===== config.mk =====
export PLATFORM = sky130hd
export DESIGN_NAME = flash_cmd_seq
export DESIGN_NICKNAME = d
export VERILOG_FILES = /design/src/rtl/flash_cmd_pkg.sv /design/src/rtl/flash_bus_capture.sv /design/src/rtl/flash_seq_fsm.sv /design/src/rtl/flash_mode_regs.sv /design/src/rtl/flash_id_readmux.sv /design/src/rtl/flash_cmd_seq.sv
export SDC_FILE = /design/constraint.sdc
export NUM_CORES = 1
export LEC_CHECK = 0
export CAP_MARGIN = 5
export CORE_AREA = 2 2 81 98
export DETAILED_ROUTE_END_ITERATION = 10
export DIE_AREA = 0 0 83 100
export GPL_TIMING_DRIVEN = 0
export PLACE_DENSITY = 0.89
export SLEW_MARGIN = 20
export SYNTH_ARGS = -nofsm -noshare
export SYNTH_HDL_FRONTEND = slang
export SYNTH_HIERARCHICAL = 1
export SYNTH_SLANG_ARGS = --single-unit
export TNS_END_PERCENT = 10

===== constraint.sdc =====
create_clock -name clk -period 6.2 [get_ports clk]
set_input_delay 0.93 -clock clk [delete_from_list [all_inputs] [get_ports clk]]
set_output_delay 0.93 -clock clk [all_outputs]
set_load 0.1 [all_outputs]

===== src/rtl/flash_cmd_pkg.sv =====
package flash_cmd_pkg;
  localparam int BYTE_W = 8;
  localparam int CMD_AW = 15;

  localparam logic [CMD_AW-1:0] KEY_ADDR1 = 15'h5555;
  localparam logic [CMD_AW-1:0] KEY_ADDR2 = 15'h2AAA;

  localparam logic [BYTE_W-1:0] KEY_BYTE1  = 8'hAA;
  localparam logic [BYTE_W-1:0] KEY_BYTE2  = 8'h55;
  localparam logic [BYTE_W-1:0] OP_PROGRAM = 8'hA0;
  localparam logic [BYTE_W-1:0] OP_EXTEND  = 8'h80;
  localparam logic [BYTE_W-1:0] OP_ID_IN   = 8'h90;
  localparam logic [BYTE_W-1:0] OP_ID_OUT  = 8'hF0;
  localparam logic [BYTE_W-1:0] OP_ERASE   = 8'h10;
  localparam logic [BYTE_W-1:0] OP_LOCK    = 8'h40;

  typedef enum logic [2:0] {
    ST_IDLE,
    ST_KEY1,
    ST_KEY2,
    ST_PGM,
    ST_EXT0,
    ST_EXT1,
    ST_EXT2
  } seq_state_t;
endpackage


===== src/rtl/flash_bus_capture.sv =====
module flash_bus_capture
  import flash_cmd_pkg::*;
#(
  parameter int ADDR_W = 19
) (
  input  logic              clk,
  input  logic              rst_n,
  input  logic              addr_stb,
  input  logic [ADDR_W-1:0] bus_addr,
  input  logic              data_stb,
  input  logic [BYTE_W-1:0] bus_data,
  input  logic              engine_busy,
  output logic              ev_valid,
  output logic [ADDR_W-1:0] ev_addr,
  output logic [BYTE_W-1:0] ev_data
);
  logic              addr_en;
  logic              data_en;
  logic [ADDR_W-1:0] addr_q;
  logic              ev_valid_q;
  logic [ADDR_W-1:0] ev_addr_q;
  logic [BYTE_W-1:0] ev_data_q;

  // Busy drops both halves of a host write.
  assign addr_en = addr_stb & ~engine_busy;
  assign data_en = data_stb & ~engine_busy;

  always_ff @(posedge clk or negedge rst_n) begin
    if (!rst_n) begin
      addr_q <= '0;
    end else if (addr_en) begin
      addr_q <= bus_addr;
    end
  end

  always_ff @(posedge clk or negedge rst_n) begin
    if (!rst_n) begin
      ev_valid_q <= 1'b0;
    end else begin
      ev_valid_q <= data_en;
    end
  end

  always_ff @(posedge clk or negedge rst_n) begin
    if (!rst_n) begin
      ev_addr_q <= '0;
      ev_data_q <= '0;
    end else if (data_en) begin
      ev_addr_q <= addr_q;
      ev_data_q <= bus_data;
    end
  end

  assign ev_valid = ev_valid_q;
  assign ev_addr  = ev_addr_q;
  assign ev_data  = ev_data_q;
endmodule


===== src/rtl/flash_seq_fsm.sv =====
module flash_seq_fsm
  import flash_cmd_pkg::*;
#(
  parameter int ADDR_W     = 19,
  parameter int BOOT_BYTES = 16384
) (
  input  logic              clk,
  input  logic              rst_n,
  input  logic              ev_valid,
  input  logic [ADDR_W-1:0] ev_addr,
  input  logic [BYTE_W-1:0] ev_data,
  input  logic              boot_locked,
  output logic              prog_start,
  output logic [ADDR_W-1:0] prog_addr,
  output logic [BYTE_W-1:0] prog_data,
  output logic              erase_start,
  output logic              set_id,
  output logic              clr_id,
  output logic              set_lock
);
  localparam logic [ADDR_W-1:0] BOOT_LIMIT = ADDR_W'(BOOT_BYTES);

  seq_state_t        state_q, state_n;
  logic [CMD_AW-1:0] cmd_addr;
  logic              at_key1;
  logic              hit_key1;
  logic              hit_key2;
  logic              restart_or_idle_key1;
  logic              in_boot;
  logic              prog_fire;
  logic              erase_fire;
  logic              prog_start_q;
  logic              erase_start_q;
  logic [ADDR_W-1:0] prog_addr_q;
  logic [BYTE_W-1:0] prog_data_q;

  // Only the low address bits take part in command decoding.
  assign cmd_addr = ev_addr[CMD_AW-1:0];
  assign at_key1  = (cmd_addr == KEY_ADDR1);
  assign hit_key1 = at_key1 && (ev_data == KEY_BYTE1);
  assign hit_key2 = (cmd_addr == KEY_ADDR2) && (ev_data == KEY_BYTE2);
  assign restart_or_idle_key1 = hit_key1;
  assign in_boot  = (ev_addr < BOOT_LIMIT);

  always_comb begin
    state_n    = state_q;
    prog_fire  = 1'b0;
    erase_fire = 1'b0;
    set_id     = 1'b0;
    set_lock   = 1'b0;
    if (ev_valid) begin
      case (state_q)
        ST_IDLE: state_n = hit_key1 ? ST_KEY1 : ST_IDLE;
        ST_KEY1: begin
          if (hit_key2)                  state_n = ST_KEY2;
          else if (restart_or_idle_key1) state_n = ST_KEY1;
          else                           state_n = ST_IDLE;
        end
        ST_KEY2: begin
          if (at_key1 && ev_data == OP_PROGRAM) begin
            state_n = ST_PGM;
          end else if (at_key1 && ev_data == OP_EXTEND) begin
            state_n = ST_EXT0;
          end else if (at_key1 && ev_data == OP_ID_IN) begin
            set_id  = 1'b1;
            state_n = ST_IDLE;
          end else if (restart_or_idle_key1) begin
            state_n = ST_KEY1;
          end else begin
            state_n = ST_IDLE;
          end
        end
        ST_PGM: begin
          prog_fire = !(boot_locked && in_boot);
          state_n   = ST_IDLE;
        end
        ST_EXT0: state_n = hit_key1 ? ST_EXT1 : ST_IDLE;
        ST_EXT1: begin
          if (hit_key2)                  state_n = ST_EXT2;
          else if (restart_or_idle_key1) state_n = ST_KEY1;
          else                           state_n = ST_IDLE;
        end
        ST_EXT2: begin
          state_n = ST_IDLE;
          if (at_key1 && ev_data == OP_ERASE) begin
            erase_fire = 1'b1;
          end else if (at_key1 && ev_data == OP_LOCK) begin
            set_lock = 1'b1;
          end else if (restart_or_idle_key1) begin
            state_n = ST_KEY1;
          end
        end
        default: state_n = ST_IDLE;
      endcase
    end
  end

  // Any F0 leaves identification mode, except a program data byte.
  assign clr_id = ev_valid && (ev_data == OP_ID_OUT) && (state_q != ST_PGM);

  always_ff @(posedge clk or negedge rst_n) begin
    if (!rst_n) begin
      state_q <= ST_IDLE;
    end else begin
      state_q <= state_n;
    end
  end

  always_ff @(posedge clk or negedge rst_n) begin
    if (!rst_n) begin
      prog_start_q  <= 1'b0;
      erase_start_q <= 1'b0;
    end else begin
      prog_start_q  <= prog_fire;
      erase_start_q <= erase_fire;
    end
  end

  always_ff @(posedge clk or negedge rst_n) begin
    if (!rst_n) begin
      prog_addr_q <= '0;
      prog_data_q <= '0;
    end else if (prog_fire) begin
      prog_addr_q <= ev_addr;
      prog_data_q <= ev_data;
    end
  end

  assign prog_start  = prog_start_q;
  assign erase_start = erase_start_q;
  assign prog_addr   = prog_addr_q;
  assign prog_data   = prog_data_q;
endmodule


===== src/rtl/flash_mode_regs.sv =====
module flash_mode_regs (
  input  logic clk,
  input  logic rst_n,
  input  logic set_id,
  input  logic clr_id,
  input  logic set_lock,
  output logic id_mode,
  output logic boot_locked
);
  logic id_q;
  logic lock_q;

  always_ff @(posedge clk or negedge rst_n) begin
    if (!rst_n) begin
      id_q <= 1'b0;
    end else if (set_id || clr_id) begin
      id_q <= set_id;
    end
  end

  // Sticky: only the reset clears it.
  always_ff @(posedge clk or negedge rst_n) begin
    if (!rst_n) begin
      lock_q <= 1'b0;
    end else if (set_lock) begin
      lock_q <= 1'b1;
    end
  end

  assign id_mode     = id_q;
  assign boot_locked = lock_q;
endmodule


===== src/rtl/flash_id_readmux.sv =====
module flash_id_readmux
  import flash_cmd_pkg::*;
#(
  parameter int                ADDR_W   = 19,
  parameter logic [BYTE_W-1:0] MFR_CODE = 8'h1F,
  parameter logic [BYTE_W-1:0] DEV_CODE = 8'h13
) (
  input  logic              id_mode,
  input  logic              boot_locked,
  input  logic [ADDR_W-1:0] rd_addr,
  input  logic [BYTE_W-1:0] array_rdata,
  output logic [BYTE_W-1:0] rd_data
);
  always_comb begin
    if (!id_mode) begin
      rd_data = array_rdata;
    end else if (rd_addr == ADDR_W'(0)) begin
      rd_data = MFR_CODE;
    end else if (rd_addr == ADDR_W'(1)) begin
      rd_data = DEV_CODE;
    end else if (rd_addr == ADDR_W'(2)) begin
      rd_data = {{(BYTE_W-1){1'b0}}, boot_locked};
    end else begin
      rd_data = '0;
    end
  end
endmodule


===== src/rtl/flash_cmd_seq.sv =====
module flash_cmd_seq
  import flash_cmd_pkg::*;
#(
  parameter int                ADDR_W     = 19,
  parameter int                BOOT_BYTES = 16384,
  parameter logic [BYTE_W-1:0] MFR_CODE   = 8'h1F,
  parameter logic [BYTE_W-1:0] DEV_CODE   = 8'h13
) (
  input  logic              clk,
  input  logic              rst_n,
  input  logic              addr_stb,
  input  logic [ADDR_W-1:0] bus_addr,
  input  logic              data_stb,
  input  logic [BYTE_W-1:0] bus_data,
  input  logic              engine_busy,
  input  logic [ADDR_W-1:0] rd_addr,
  input  logic [BYTE_W-1:0] array_rdata,
  output logic [BYTE_W-1:0] rd_data,
  output logic              prog_start,
  output logic [ADDR_W-1:0] prog_addr,
  output logic [BYTE_W-1:0] prog_data,
  output logic              erase_start,
  output logic              id_mode,
  output logic              boot_locked
);
  logic [1:0]        rst_pipe;
  logic              rst_core_n;
  logic              ev_valid;
  logic [ADDR_W-1:0] ev_addr;
  logic [BYTE_W-1:0] ev_data;
  logic              set_id;
  logic              clr_id;
  logic              set_lock;

  // Assert asynchronously, release on the clock.
  always_ff @(posedge clk or negedge rst_n) begin
    if (!rst_n) begin
      rst_pipe <= '0;
    end else begin
      rst_pipe <= {rst_pipe[0], 1'b1};
    end
  end
  assign rst_core_n = rst_pipe[1];

  flash_bus_capture #(.ADDR_W(ADDR_W)) u_capture (
    .clk         (clk),
    .rst_n       (rst_core_n),
    .addr_stb    (addr_stb),
    .bus_addr    (bus_addr),
    .data_stb    (data_stb),
    .bus_data    (bus_data),
    .engine_busy (engine_busy),
    .ev_valid    (ev_valid),
    .ev_addr     (ev_addr),
    .ev_data     (ev_data)
  );

  flash_seq_fsm #(.ADDR_W(ADDR_W), .BOOT_BYTES(BOOT_BYTES)) u_fsm (
    .clk         (clk),
    .rst_n       (rst_core_n),
    .ev_valid    (ev_valid),
    .ev_addr     (ev_addr),
    .ev_data     (ev_data),
    .boot_locked (boot_locked),
    .prog_start  (prog_start),
    .prog_addr   (prog_addr),
    .prog_data   (prog_data),
    .erase_start (erase_start),
    .set_id      (set_id),
    .clr_id      (clr_id),
    .set_lock    (set_lock)
  );

  flash_mode_regs u_modes (
    .clk         (clk),
    .rst_n       (rst_core_n),
    .set_id      (set_id),
    .clr_id      (clr_id),
    .set_lock    (set_lock),
    .id_mode     (id_mode),
    .boot_locked (boot_locked)
  );

  flash_id_readmux #(
    .ADDR_W   (ADDR_W),
    .MFR_CODE (MFR_CODE),
    .DEV_CODE (DEV_CODE)
  ) u_readmux (
    .id_mode     (id_mode),
    .boot_locked (boot_locked),
    .rd_addr     (rd_addr),
    .array_rdata (array_rdata),
    .rd_data     (rd_data)
  );
endmodule


==> summary.txt, run 1 <==
CTS
  • CTS Hold Buffers Added: 0
  • Root Driver: clkbuf_8
  • Cts repair resizes: 0
  • Clock buffer count from CTS: 9
  • CTS H-Tree Depth: 3
  • Clock latency on the worst-skew pair: 0.34 ns
  • CTS Sinks: slightly above 80
  • Postcts setup bufs: 0
  • CTS clock-pin slew for the worst setup and hold paths: roughly 0.09 ns
  • CTS tree: built
  • CTS Buffer Depth: 2

Route
  • Via count: 2489
  • DRC viols: 0
  • Routed Antenna Nets: 0
  • Drt pass-1 iters: 4
  • Vias per Instance: about 5.4
  • DRT Wirelength: 7860 um
  • Drt initial violations: 171
  • WL/cell: ~17 um

Setup path
  • Flop2flop setup slack: roughly 3.9 ns
  • Reg-to-Reg End: u_fsm/prog_addr[5]
  • Slowest CP cell: clkdlybuf4s50_1
  • Worst EP arrival: around 3.4 ns
  • CP Launch Type: primary input
  • Worst Reg-to-Reg Cells: 6
  • Worst-path cell chain: clkdlybuf4s50_1 -> nor4_4 -> nand3_2 -> o41ai_1 -> clkdlybuf4s50_1
  • Worst reg2reg startpoint: u_fsm/state_q[1]
  • Max incr delay on CP: 1.19 ns
  • CP Max Fanout: 5
  • WS Path Type: in -> out
  • Required @ worst endpoint: ~5.3 ns
  • CP dominant cell by count: clkdlybuf4s50_1
  • Worst Setup End Kind: primary output

Die
  • Cell Rows: 35
  • Die W: just over 80 um
  • Die area: ~8300 um^2
  • Die H: roughly 100 um
  • CORE AREA: roughly 7500 um^2
  • Number of I/O pins: around 100
  • Initial Utilization: between 40 and 50%

Synth
  • Synthesized area per cell: about 15 um^2
  • Largest cells by area after synthesis: dfrtp_1 (56%), mux2_2 (13%), mux2_4 (12%), buf_12 (1.6%), or4bb_1 (1.2%)
  • Synth top area share: 55.7%
  • Post-synth ARST share: 100%
  • Commonest cells in the netlist: dfrtp_1 (83), mux2_2 (42), mux2_4 (29), inv_1 (8), nand2_1 (8)
  • Ys flop type: dfrtp_1
  • Synth area leader: dfrtp_1
  • Flops & latches, synth: 83
  • Syn Inst Count: 251
  • Sequential area share after synthesis: a little under three fifths
  • Netlist cell types: roughly 50
  • Syn nets: 310
  • YS warnings: 6
  • EDFF count, synth: 0
  • Cell with the most instances after synthesis: dfrtp_1
  • Synthesized area: 3730 um^2

Final layout
  • Syn-to-layout area delta: 35.6%
  • Layout cells sized above 1: between 30% and 40%
  • N_diodes: 0
  • Final Core Density: 67.5%
  • Final instance area: ~5100 um^2
  • Non-Filler Instances: ~460
  • Fin nets: ~420

Global routing
  • Number of global-route vias before repair: approximately 2600
  • Global-route wire length before repair: about 13000 um
  • Antenna violations before repair: 0
  • Total gr overflow: 0
  • Gr usage total: around 20%
  • Largest net degree at the start of global routing: between 40 and 50

STA
  • Fin Clk Skew: about 0.015 ns
  • Setup violators final: 0
  • Slew margin rel.: between 30% and 40%
  • Total negative slack: 0 ns
  • Worst-margin pin slew: 0.976 ns
  • Tcrit/Tclk final: a little under 70%
  • Unrepaired setup endpoints after global routing: false
  • Final setup margin: approximately 1.9 ns
  • Fmax: around 230 MHz
  • Post-route minimum period: about 4.3 ns
  • Final hold vios: 0
  • Worst hold margin: 0.281 ns
  • Final Max Tran Viols: 0

Placement
  • Placed insts: about 440
  • Placed inst area: around 4800 um^2
  • Post-Place Worst Slack: between 1.5 and 2 ns
  • Post-DP HPWL: 5740 um
  • Gpl congestion: 0.855
  • # port buffers: 97

Worst hold path
  • Hold WC Path Type: reg -> async

Power
  • Power per cell area: 285 nW/um^2
  • Leakage: ~2.2 nW
  • Peak VDD IR: 209 uV
  • Tot Pwr: 1.44 mW

Status
  • Status: completed

Job
  • Max_cap viols: 0
-- power by group --
group / total, mW / internal [mW] / switching [mW]
Clock: 0.400 / 0.201 / 0.199
Sequential: 0.686 / 0.614 / 0.0724
Combinational: 0.353 / 0.160 / 0.192
Total: 1.44 / 0.975 / 0.464
-- cell families after synthesis --
kind of cell / after synthesis / synth area share (%)
mux: 71 / 24.4
compound gates: 18 / 3.59
simple gates: 62 / 12.8
flops: 83 / 55.7
buf+inv: 16 / 3.42
other cells: 1 / 0.101
-- worst max-delay path by stage --
stage	cells after the start	startpoint	endpoint	slack, ns
floorplan	3	u_modes/id_mode	rd_data[2]	0.73
global placement	5	rd_addr[5]	rd_data[3]	1.90
detailed placement	5	rd_addr[5]	rd_data[3]	1.89
CTS	5	rd_addr[5]	rd_data[3]	1.89
global route	5	rd_addr[5]	rd_data[3]	1.80
finish	5	rd_addr[5]	rd_data[3]	1.89
-- worst max-delay path: cells and delay by family --
family	cells	cell delay, ns
AND/OR/NAND/NOR	2	0.47
buffers and inverters	2	1.63
AO/OA/AOI/OAI	1	0.35
-- placed cells by master, fill, tap and decap left out, types with 3 or more instances in the layout --
master / count
o21ai_0: 3
buf_12: 3
inv_1: 8
mux2_2: 42
clkdlybuf4s50_1: 97
dfrtp_1: 82
o32ai_1: 3
nand2b_1: 4
mux2_4: 29
nor2_1: 5
nand2_1: 8
clkbuf_8: 10
nor2b_1: 7
or4b_2: 3
or4bb_1: 4
nor4_1: 6
buf_2: 3
-- metal layers --
layer	global-route usage (%)	vias to the layer above	share of wire, %
li1	-	1135	-
met1	24.4	1226	42
met2	33.9	111	51
met3	5.59	17	6.1
met4	7.19	0	1.6
met5	0	-	0
-- flip-flops by register name (all words and copies together) (netlist names), 2 cells and up --
register and count:
rst_pipe 2, u_capture/addr_q 19, u_capture/ev_data 8, u_capture/ev_addr 19, u_fsm/prog_addr 19, u_fsm/prog_data 8, u_fsm/state_q 3
-- area by class of cell --
type	count	area, um^2
clock buffer	10	138
buffer	8	97.6
tap	92	115
timing repair buffer	98	998
fill	539	2430
sequential	83	2080
multi-input combinational	152	1520
inverter	8	30.0
clock inverter	6	71.3
No activity file was read; power rests on OpenSTA's default activity.
==> run 2, diff against run 1 <==
--- a/config.mk
+++ b/config.mk
@@ -6,11 +6,11 @@
 export NUM_CORES = 1
 export LEC_CHECK = 0
 export CAP_MARGIN = 5
-export CORE_AREA = 2 2 81 98
+export CORE_AREA = 2 2 83 101
 export DETAILED_ROUTE_END_ITERATION = 10
-export DIE_AREA = 0 0 83 100
+export DIE_AREA = 0 0 85 103
 export GPL_TIMING_DRIVEN = 0
-export PLACE_DENSITY = 0.89
+export PLACE_DENSITY = 0.85
 export SLEW_MARGIN = 20
 export SYNTH_ARGS = -nofsm -noshare
 export SYNTH_HDL_FRONTEND = slang
==> constraint.sdc (replaced) <==
create_clock -name clk -period 4.25 [get_ports clk]
set_input_delay 0.6375 -clock clk [delete_from_list [all_inputs] [get_ports clk]]
set_output_delay 0.6375 -clock clk [all_outputs]
set_load 0.1 [all_outputs]
==> summary.txt, run 2 (same netlist as run 1, synthesis figures left out) <==
STA
  • Final Max Tran Viols: 0 (unchanged)
  • Worst-margin pin slew: 0.984 ns (+0.00772 ns)
  • Final setup margin: 0.434 ns (-1.45 ns)
  • Fmax: ~260 MHz
  • Unrepaired setup endpoints after global routing: false
  • Setup violators final: 0 (unchanged)
  • Tcrit/Tclk final: 89.8%
  • Slew margin rel.: 34.2% (-0.52 points)
  • Worst hold margin: 0.275 ns (-0.00652 ns)
  • Post-route minimum period: 3.82 ns
  • Final hold vios: 0 (unchanged)
  • Fin Clk Skew: 0.00846 ns (-0.00631 ns)

CTS
  • Cts repair resizes: 0 (unchanged)
  • Root Driver: clkbuf_8
  • Postcts setup bufs: 0 (unchanged)
  • CTS clock-pin slew for the worst setup and hold paths: 0.08 ns (about the same)
  • CTS tree: built
  • Clock latency on the worst-skew pair: 0.34 ns (about the same)
  • CTS H-Tree Depth: 3 (unchanged)
  • Clock buffer count from CTS: 9 (unchanged)
  • CTS Sinks: 83 (unchanged)
  • CTS Buffer Depth: 2 (unchanged)
  • CTS Hold Buffers Added: 0 (unchanged)

Final layout
  • Fillers: 605 (+12%)
  • Non-Filler Instances: 459 (+0.44%)
  • Sequential Area: 2080 um^2 (unchanged)
  • Fin nets: 419 (unchanged)
  • Syn-to-layout area delta: 35.3%
  • Layout cells sized above 1: 29.9% (-0.74 points)
  • Commonest non-fill, non-tap cells in the layout: clkdlybuf4s50_1 (97), dfrtp_1 (82), mux2_2 (42)
  • Commonest non-fill, non-tap cell in the layout: clkdlybuf4s50_1
  • Multi-input combinational cell area: 1520 um^2 (unchanged)
  • N_diodes: 0 (unchanged)

Global routing
  • Antenna violations before repair: 0 (unchanged)
  • Global-route wire length before repair: 12700 um (-1.9%)
  • Largest net degree at the start of global routing: 50 (+4.2%)
  • Number of global-route vias before repair: 2476 (-4.5%)
  • Total gr overflow: 0 (unchanged)
  • Gr usage total: 18.9% (-1.0 points)

Setup path
  • CP Launch Type: primary input
  • Required @ worst endpoint: 3.61 ns (-1.66 ns)
  • Worst EP arrival: 3.18 ns (-0.20 ns)
  • WS Path Type: in -> out
  • CP Max Fanout: 5 (unchanged)
  • Worst Setup End Kind: primary output

Placement
  • Placed insts: 444 (+0.68%)
  • # port buffers: 97 (unchanged)
  • Post-Place Worst Slack: 0.428 ns (-1.46 ns)
  • Gpl congestion: 0.760 (-11%)
  • Post-DP HPWL: 5690 um (-0.96%)

Status
  • Status: completed

Worst hold path
  • Hold WC Path Type: reg -> async

Power
  • Peak VDD IR: 242 uV (+16%)
  • Leakage: 2.17 nW (about the same)
  • Power per cell area: 410 nW/um^2 (+44%)

Route
  • Vias per Instance: 5.42 (-0.52%)
  • WL/cell: 17.0 um (-1.4%)
  • DRC viols: 0 (unchanged)
  • DRT Wirelength: 7780 um (-0.94%)
  • Drt pass-1 iters: 4 (unchanged)
  • Routed Antenna Nets: 0 (unchanged)
  • Via count: 2487 (-0.080%)
  • Drt initial violations: 185 (+8.2%)

Die
  • Die H: 103 um (+3.0%)
  • CORE AREA: 7880 um^2 (+5.3%)
  • Die W: 85 um (+2.4%)
  • Cell Rows: 36 (+2.9%)
  • Number of I/O pins: 98 (unchanged)
  • Initial Utilization: 47.3% (-2.5 points)
  • Die area: 8760 um^2 (+5.5%)

Job
  • Max_cap viols: 0 (unchanged)
==> run 2: per-stage QoR <==
step / cell area (um^2) / utilization [%] / power [mW] / setup TNS (ns)
2_1_floorplan: 3730 / - / 1.35 / -2.41
3_3_place_gp: 4820 / 61.1 / 1.51 / 0
3_5_place_dp: 4850 / 61.5 / 1.53 / 0
4_1_cts: 5040 / 64.0 / 2.09 / 0
5_1_grt: 5040 / 64.0 / 2.17 / 0
6_report: 5040 / 64.0 / 2.07 / 0
==> run 2: where the power goes <==
group | total [mW] | switching, mW | internal, mW
Combinational | 0.514 | 0.280 | 0.234
Clock | 0.560 | 0.260 | 0.300
Sequential | 0.995 | 0.0997 | 0.896
==> run 2: layout make-up <==
cell class	instances	share of cell area (%)
clock buffer	13	3.15
clock inverter	2	0.695
sequential	83	41.3
timing repair buffer	98	19.8
tap	95	2.36
buffer	8	1.94
multi-input combinational	152	30.2
inverter	8	0.596
==> run 2: path summary, 6_finish.rpt <==
path,start,to,slack [ns],cells after the start
setup reg to reg,u_capture/ev_addr[5],u_modes/boot_locked,1.99,5
hold reg to reg,rst_pipe[1],u_fsm/prog_addr[12],0.27,0
min in group clk,rst_pipe[0],rst_pipe[1],0.35,0
setup / recovery,rd_addr[13],rd_data[2],0.43,5
max in group asynchronous,rst_pipe[1],u_capture/ev_addr[1],3.38,1
hold / removal,rst_pipe[1],u_fsm/prog_addr[12],0.27,0
==> run 2: routing by layer <==
metal	track usage, %	up-vias	part of all wire, %
met5	0	-	0
met4	6.96	0	0.87
met3	5.20	9	7.2
met2	32.0	96	52
met1	23.3	1244	40
li1	-	1138	-
==> run 2: critical path, stage by stage <==
cell and delay, ns:
clkdlybuf4s50_1 0.44, nor4_2 0.32, nand3_2 0.16, o41ai_1 0.41, clkdlybuf4s50_1 1.21
